==> config.mk <==
export PLATFORM = sky130hd
export DESIGN_NAME = pipe_hazard_ctrl
export DESIGN_NICKNAME = d
export VERILOG_FILES = /design/src/rtl/hz_pkg.sv /design/src/rtl/hz_src_fwd.sv /design/src/rtl/hz_id_dep.sv /design/src/rtl/pipe_hazard_ctrl.sv
export SDC_FILE = /design/constraint.sdc
export NUM_CORES = 1
export LEC_CHECK = 0
export BUFFER_PORTS_ARGS = -buffer_cell sky130_fd_sc_hd__buf_4
export CAP_MARGIN = 10
export CORE_AREA = 2 2 55 57
export CTS_CLUSTER_SIZE = 12
export DETAILED_ROUTE_END_ITERATION = 7
export DIE_AREA = 0 0 57 59
export PLACE_DENSITY = 0.79
export SKIP_CTS_REPAIR_TIMING = 1
export SLEW_MARGIN = 10
export SYNTH_ARGS = -nofsm -noshare
export SYNTH_HDL_FRONTEND = slang
export SYNTH_SLANG_ARGS = --single-unit
export TNS_END_PERCENT = 100
==> constraint.sdc <==
create_clock -name clk -period 2.45 [get_ports clk]
set_clock_uncertainty 0.15 [all_clocks]
set_input_delay 0.245 -clock clk [delete_from_list [all_inputs] [get_ports clk]]
set_output_delay 0.245 -clock clk [all_outputs]
set_load 0.01 [all_outputs]
==> src/rtl/hz_pkg.sv <==
package hz_pkg;
  localparam int REG_W = 5;

  typedef enum logic [1:0] {
    SEL_NONE = 2'd0,
    SEL_EXM  = 2'd1,
    SEL_MWB  = 2'd2
  } fwd_sel_e;

  typedef enum logic [1:0] {
    STG_NONE = 2'd0,
    STG_ID   = 2'd1,
    STG_EX   = 2'd2
  } stall_stg_e;
endpackage

==> src/rtl/hz_src_fwd.sv <==
module hz_src_fwd
  import hz_pkg::*;
#(
  parameter int RW = REG_W
) (
  input  logic          fwd_en,
  input  logic [RW-1:0] src,
  input  logic          src_use,
  input  logic [RW-1:0] mem_dst,
  input  logic          mem_wen,
  input  logic          mem_load,
  input  logic [RW-1:0] wb_dst,
  input  logic          wb_wen,
  output fwd_sel_e      sel,
  output logic          late
);
  logic live, hit_mem, hit_wb;

  assign live    = fwd_en && src_use && (src != '0);
  assign hit_mem = live && mem_wen && (mem_dst == src);
  assign hit_wb  = live && wb_wen && (wb_dst == src);

  always_comb begin
    sel  = SEL_NONE;
    late = 1'b0;
    if (hit_mem) begin
      if (mem_load) late = 1'b1;
      else          sel  = SEL_EXM;
    end else if (hit_wb) begin
      sel = SEL_MWB;
    end
  end

  always_comb begin
    if (!fwd_en) a_r6_no_sel_off: assert (sel == SEL_NONE && !late);
    if (src == '0) a_r3_r0_inert: assert (sel == SEL_NONE && !late);
  end
endmodule

==> src/rtl/hz_id_dep.sv <==
module hz_id_dep
  import hz_pkg::*;
#(
  parameter int RW = REG_W
) (
  input  logic          fwd_en,
  input  logic [RW-1:0] src,
  input  logic          src_use,
  input  logic [RW-1:0] ex_dst,
  input  logic          ex_wen,
  input  logic [RW-1:0] mem_dst,
  input  logic          mem_wen,
  input  logic [RW-1:0] wb_dst,
  input  logic          wb_wen,
  output logic          dep
);
  logic live;
  assign live = !fwd_en && src_use && (src != '0);
  assign dep  = live && ((ex_wen  && ex_dst  == src) ||
                         (mem_wen && mem_dst == src) ||
                         (wb_wen  && wb_dst  == src));

  always_comb begin
    if (!src_use) a_r9_unused_src: assert (!dep);
  end
endmodule

==> src/rtl/pipe_hazard_ctrl.sv <==
module pipe_hazard_ctrl
  import hz_pkg::*;
#(
  parameter int RW = REG_W
) (
  input  logic          clk,
  input  logic          rst_n,
  input  logic          fwd_en,
  input  logic [RW-1:0] id_rs,
  input  logic          id_rs_use,
  input  logic [RW-1:0] id_rt,
  input  logic          id_rt_use,
  input  logic [RW-1:0] ex_rs,
  input  logic          ex_rs_use,
  input  logic [RW-1:0] ex_rt,
  input  logic          ex_rt_use,
  input  logic [RW-1:0] ex_dst,
  input  logic          ex_wen,
  input  logic [RW-1:0] mem_dst,
  input  logic          mem_wen,
  input  logic          mem_load,
  input  logic          mem_store,
  input  logic [RW-1:0] mem_st_src,
  input  logic [RW-1:0] wb_dst,
  input  logic          wb_wen,
  input  logic          if_halt,
  output logic [1:0]    fwd_a_sel,
  output logic [1:0]    fwd_b_sel,
  output logic          st_fwd,
  output logic          hold_if,
  output logic          hold_id,
  output logic          hold_ex,
  output logic          bubble_ex,
  output logic          bubble_mem,
  output logic          fetch_stop,
  output logic          stall_valid,
  output logic [1:0]    stall_stage,
  output logic [RW-1:0] stall_reg
);
  localparam int NOPS = 2;

  logic [RW-1:0] ex_src  [NOPS];
  logic          ex_use  [NOPS];
  logic [RW-1:0] id_src  [NOPS];
  logic          id_use  [NOPS];
  fwd_sel_e      sel     [NOPS];
  logic          late    [NOPS];
  logic          dep     [NOPS];
  logic          ex_stall, id_stall, halt_q;

  assign ex_src[0] = ex_rs;  assign ex_use[0] = ex_rs_use;
  assign ex_src[1] = ex_rt;  assign ex_use[1] = ex_rt_use;
  assign id_src[0] = id_rs;  assign id_use[0] = id_rs_use;
  assign id_src[1] = id_rt;  assign id_use[1] = id_rt_use;

  for (genvar g = 0; g < NOPS; g++) begin : g_op
    hz_src_fwd #(.RW(RW)) u_fwd (
      .fwd_en(fwd_en), .src(ex_src[g]), .src_use(ex_use[g]),
      .mem_dst(mem_dst), .mem_wen(mem_wen), .mem_load(mem_load),
      .wb_dst(wb_dst), .wb_wen(wb_wen), .sel(sel[g]), .late(late[g])
    );
    hz_id_dep #(.RW(RW)) u_dep (
      .fwd_en(fwd_en), .src(id_src[g]), .src_use(id_use[g]),
      .ex_dst(ex_dst), .ex_wen(ex_wen), .mem_dst(mem_dst),
      .mem_wen(mem_wen), .wb_dst(wb_dst), .wb_wen(wb_wen), .dep(dep[g])
    );
  end

  assign fwd_a_sel = sel[0];
  assign fwd_b_sel = sel[1];
  assign st_fwd    = fwd_en && mem_store && (mem_st_src != '0) &&
                     wb_wen && (wb_dst == mem_st_src);

  assign ex_stall = late[0] || late[1];
  assign id_stall = dep[0] || dep[1];

  always_comb begin
    hold_if     = 1'b0;
    hold_id     = 1'b0;
    hold_ex     = 1'b0;
    bubble_ex   = 1'b0;
    bubble_mem  = 1'b0;
    stall_valid = 1'b0;
    stall_stage = STG_NONE;
    stall_reg   = '0;
    if (ex_stall) begin
      hold_if     = 1'b1;
      hold_id     = 1'b1;
      hold_ex     = 1'b1;
      bubble_mem  = 1'b1;
      stall_valid = 1'b1;
      stall_stage = STG_EX;
      stall_reg   = late[0] ? ex_rs : ex_rt;
    end else if (id_stall) begin
      hold_if     = 1'b1;
      hold_id     = 1'b1;
      bubble_ex   = 1'b1;
      stall_valid = 1'b1;
      stall_stage = STG_ID;
      stall_reg   = dep[0] ? id_rs : id_rt;
    end
  end

  always_ff @(posedge clk or negedge rst_n) begin
    if (!rst_n)       halt_q <= 1'b0;
    else if (if_halt) halt_q <= 1'b1;
  end
  assign fetch_stop = halt_q || if_halt;

  a_r4_ex_stall_ctl: assert property (@(posedge clk) disable iff (!rst_n)
    (stall_stage == STG_EX) |-> (hold_if && hold_id && hold_ex && bubble_mem && !bubble_ex));
  a_r6_id_stall_ctl: assert property (@(posedge clk) disable iff (!rst_n)
    (stall_stage == STG_ID) |-> (!fwd_en && hold_if && hold_id && !hold_ex && bubble_ex));
  a_r7_reg_nonzero: assert property (@(posedge clk) disable iff (!rst_n)
    stall_valid |-> (stall_reg != '0));
  a_r8_halt_sticky: assert property (@(posedge clk) disable iff (!rst_n)
    fetch_stop |=> fetch_stop);
  a_r5_store_off: assert property (@(posedge clk) disable iff (!rst_n)
    !fwd_en |-> !st_fwd);
endmodule

[Yosys cells after proc, flatten, opt, wreduce, memory -nomap -nowiden]
Index checks and enable logic that the tools add are counted.
Word-level totals
  bits in writable memories: 0
  register bits after elaboration: 1
  bits in latches: 0
  memory bits (read-only): 0
  logic and storage cells: 71
  memories kept: 0
Cells by class
  bitwise logic cells: 0
  $lt $le $gt $ge: 0
  divide/modulo/power cells: 0
  add/sub/neg operators: 0
  shift operators: 0
  muxes and demuxes: 18
  multipliers: 0
  reductions and logical operators: 41
  equal/unequal tests: 11
Operators with widths (number)
  $eq A5 B5 Y1: 11
  $logic_and A1 B1 Y1: 28
  $reduce_bool A5 Y1: 5
  $mux W5: 4
  $mux W2: 5
  $mux W1: 9
  $logic_or A1 B1 Y1: 7
  $logic_not A1 Y1: 1

[Depth between registers and ports, before layout]
  depth after elaboration: 8
  mapped depth: 7
  depth with buffers taken out: 5

[Modules after synthesis]
From an unflattened synthesis, not the netlist that was laid out.
Unflattened totals
  cells, all modules: 131
  area, all modules: 1006.0 um^2
Modules (own cells, without submodules)
  hz_id_dep: cells an instance 25, instances 2, area an instance 203.9 um^2, sequential area each 0.0 um^2
  hz_src_fwd: cells an instance 20, instances 2, area an instance 151.4 um^2, sequential area each 0.0 um^2
  pipe_hazard_ctrl: cells an instance 41, instances 1, area an instance 295.3 um^2, sequential area each 25.0 um^2

[Worst setup path before layout]
No wires, ideal clock.
  path kind: in2out
  start: input ex_rs[0]
  end: output hold_if
  arrival time: 1685 ps
  cell stages on the path: 6
  setup slack: 370 ps
  data required time: 2055 ps
  path through: or4_4 o211ai_4 nor3_4 o21ai_0 o211ai_1 buf_4
On the way
  word-level cells in the longest chain between the ends: 7
  elaborated cells on any way between the ends: 8
Ends and longest elaborated chain
  from (decl): line pipe_hazard_ctrl.sv:13  | input logic [RW-1:0] ex_rs,
  $reduce_bool A5 Y1: line hz_src_fwd.sv:19  | assign live = fwd_en && src_use && (src != '0);
  $logic_and A1 B1 Y1: line hz_src_fwd.sv:19
  $logic_and A1 B1 Y1: line hz_src_fwd.sv:20  | assign hit_mem = live && mem_wen && (mem_dst == src);
  $logic_and A1 B1 Y1 (*): line hz_src_fwd.sv:20
  $mux W1 (*): line hz_src_fwd.sv:26  | if (hit_mem) begin
  $logic_or A1 B1 Y1 (*): line pipe_hazard_ctrl.sv:74  | assign ex_stall = late[0] || late[1];
  $mux W1 (*)
  to (decl): line pipe_hazard_ctrl.sv:30  | output logic hold_if,
Mark *: on every way between the ends. The rest lies on a longest branch, timed or not.

[Final worst setup path]
  start: input ex_rs[0]
  end: output hold_if
On the way
  word-level cells in the longest chain between the ends: 7
  elaborated cells on any way between the ends: 8
Ends and longest elaborated chain
  $reduce_bool A5 Y1: line hz_src_fwd.sv:19
  $logic_and A1 B1 Y1: line hz_src_fwd.sv:19
  $logic_and A1 B1 Y1: line hz_src_fwd.sv:20
  $logic_and A1 B1 Y1 (*): line hz_src_fwd.sv:20
  $mux W1 (*): line hz_src_fwd.sv:26
  $logic_or A1 B1 Y1 (*): line pipe_hazard_ctrl.sv:74
  $mux W1 (*): line pipe_hazard_ctrl.sv:86  | if (ex_stall) begin
Marked as above.

==> run metrics <==
run status finished clean; global placer's final weighted congestion 0.818; MaxCap Viol Count 0; clock transition time at the flip-flop clock pins of the worst setup and hold paths 0 ps; netlist area before placement 0.00117 mm^2; largest fanout of any net on the critical path 7; category of the critical setup timing path primary input to primary output; standard-cell rows 19; WL/cell 14.7 um; iteration count of the initial detailed-routing pass 4; total congestion overflow after global routing 0; maximum number of pins on one net before global-route repair 10; initial antenna violation count 0; top area cells in the synthesized netlist sky130_fd_sc_hd__xnor2_1 (34%), sky130_fd_sc_hd__xor2_1 (6.7%), sky130_fd_sc_hd__mux2_4 (6.4%); largest registers halt_q: 1 flops; GRT Util Overall 21.5%; count of non-filler cells in the finished layout 247; startpoint types primary input; die footprint 0.00336 mm^2; nets 271; # setup viols final 0; Port Buf Inserts 71; gate count of the mapped netlist 158; horizontal die dimension 57 um; largest register by flop count halt_q; maximum vdd ir drop 0.000149 V; setup repair after global routing missed its margin false; type of element capturing the critical path primary output; worst hold-check path type primary input to flip-flop; Seq cells post-synth 1; cell taking the most area after synthesis sky130_fd_sc_hd__xnor2_1; part of the cycle the worst path needs 92.1%; Cells after DPL 246; number of vias per cell 5.60; via count of the first global-routing pass 1290; placeable core region 0.00271 mm^2; top-area cell type share of the netlist area 33.6%; count of filler cells inserted in the layout 273; share of cells above drive strength 1 38.9%; Slew Viols, Final 0; net count of the mapped netlist 211; hold violation count in the final report 0; maximum frequency from static timing analysis 443 MHz; proportion of synthesized chip area in sequential cells 2.13%; Mapped Avg Cell Area 7.43 um^2; synthesis warning total 0; Worst Path Required 2060 ps; multi-input gate area in the final layout 0.00106 mm^2; post-detailed-routing wire length 3.63 mm; starting utilization of the core area 43.3%; first-pass GRT wire length 5.91 mm; clock latency of the later-clocked register in the worst-skew pair 0 ps; die height 59 um; number of unique standard cell types used by synthesis 32; area growth from synthesis to final layout 43.0%; worst slew margin relative to its limit 64.1%; min cycle time layout 2260 ps; static leakage 0.000697 uW; routed vias 1383; First DRT Iteration DRCs 38; half-perimeter wire length of the detailed placement result 3.08 mm; I/O pin cnt 72; Diodes inserted 0; number of flip-flops in the largest register 1; PD cells 158 mW/mm^2; FF/Latch Area 25.0 um^2; DRT antenna net count 0; transition time at the pin with the least slew margin 534 ps; post-detailed-route DRC marker count 0; Setup TNS Final 0 ps; data arrival at the endpoint of the critical path 1860 ps
-- per-stage QoR --
step	setup WS [ps]	power, uW	hold WS [ps]	area, um^2	util [%]
3_3_place_gp	197	259	-129	1670	61.5
3_5_place_dp	184	263	-129	1670	61.5
5_1_grt	85.0	286	310	1680	61.9
2_1_floorplan	370	146	-201	1170	-
4_1_cts	182	264	-129	1670	61.5
6_report	193	265	306	1680	61.9
-- where the power goes --
part / total (uW) / switching, uW / internal [uW] / leakage, uW
registers: 16.8 / 0.0000000000000161 / 16.8 / 0.00000875
logic: 248 / 117 / 131 / 0.000688
clock network: 0 / 0 / 0 / 0
-- cells by family after synthesis --
kind of cell / Yosys count / share of synthesized area, %
AOI/OAI and AO/OA: 21 / 13.6
DFF: 1 / 2.13
xor gates and xnor gates: 54 / 40.3
and+or+nand+nor: 59 / 29.6
buffers and inverters: 18 / 7.89
muxes: 5 / 6.40
-- cells in the mapped netlist (all sizes together) --
cell,n
and4b,1
o311ai,3
o31ai,2
nand2,7
o21ai,8
inv,4
xnor2,45
o22ai,1
nor3,6
a21oi,1
xor2,9
mux2,5
nor2b,3
a31oi,1
or2,2
nand3,14
o21a,1
nor2,7
nand4,9
o211ai,4
dfrtp,1
or4,4
nor4,4
and3,2
buf,10
clkbuf,4
-- area by class of cell --
type                            count  share of cell area [%]
Timing Repair Buffer               72                    32.4
Inverter                            4                   0.895
Tap cell                           31                    2.31
Sequential cell                     1                    1.49
Multi-Input combinational cell    139                    62.9
-- layout by cell type, fill, tap and decap left out, types with 2 or more instances in the layout --
master / count
sky130_fd_sc_hd__buf_4: 71
sky130_fd_sc_hd__xnor2_1: 45
sky130_fd_sc_hd__o311ai_1: 3
sky130_fd_sc_hd__o31ai_1: 2
sky130_fd_sc_hd__nor2b_1: 3
sky130_fd_sc_hd__and3_1: 2
sky130_fd_sc_hd__o211ai_2: 2
sky130_fd_sc_hd__nand2_1: 7
sky130_fd_sc_hd__o21ai_0: 8
sky130_fd_sc_hd__nor3_1: 5
sky130_fd_sc_hd__nor4_1: 3
sky130_fd_sc_hd__nor2_1: 7
sky130_fd_sc_hd__mux2_4: 5
sky130_fd_sc_hd__xor2_1: 9
sky130_fd_sc_hd__nand4_1: 9
sky130_fd_sc_hd__inv_1: 4
sky130_fd_sc_hd__nand3_1: 14
sky130_fd_sc_hd__or2_2: 2
sky130_fd_sc_hd__or4_1: 3
-- worst max-delay path: stages --
cell                       delay (ps)
sky130_fd_sc_hd__buf_4            130
sky130_fd_sc_hd__or4_4            540
sky130_fd_sc_hd__o211ai_4         220
sky130_fd_sc_hd__nor3_4           110
sky130_fd_sc_hd__o21ai_0          250
sky130_fd_sc_hd__o211ai_1         180
sky130_fd_sc_hd__buf_4            190
-- worst paths after layout --
check / from / to / slack (ps) / cells after the start
max: ex_rs[0] / hold_if / 190 / 7
min: if_halt / halt_q / 310 / 2
max reg2reg: halt_q / halt_q / 1550 / 1
min reg2reg: halt_q / halt_q / 310 / 1
max in group asynchronous: rst_n / halt_q / 1660 / 2
min in group asynchronous: rst_n / halt_q / 410 / 2
-- metal layers --
metal	track usage [%]	up-vias	routed length, um
li1	-	676	-
met1	29.4	641	1510
met2	38.8	64	1830
met3	1.97	2	276
met4	0.997	0	15
met5	0	-	0
Note: power is estimated with default switching activity, not from simulation.
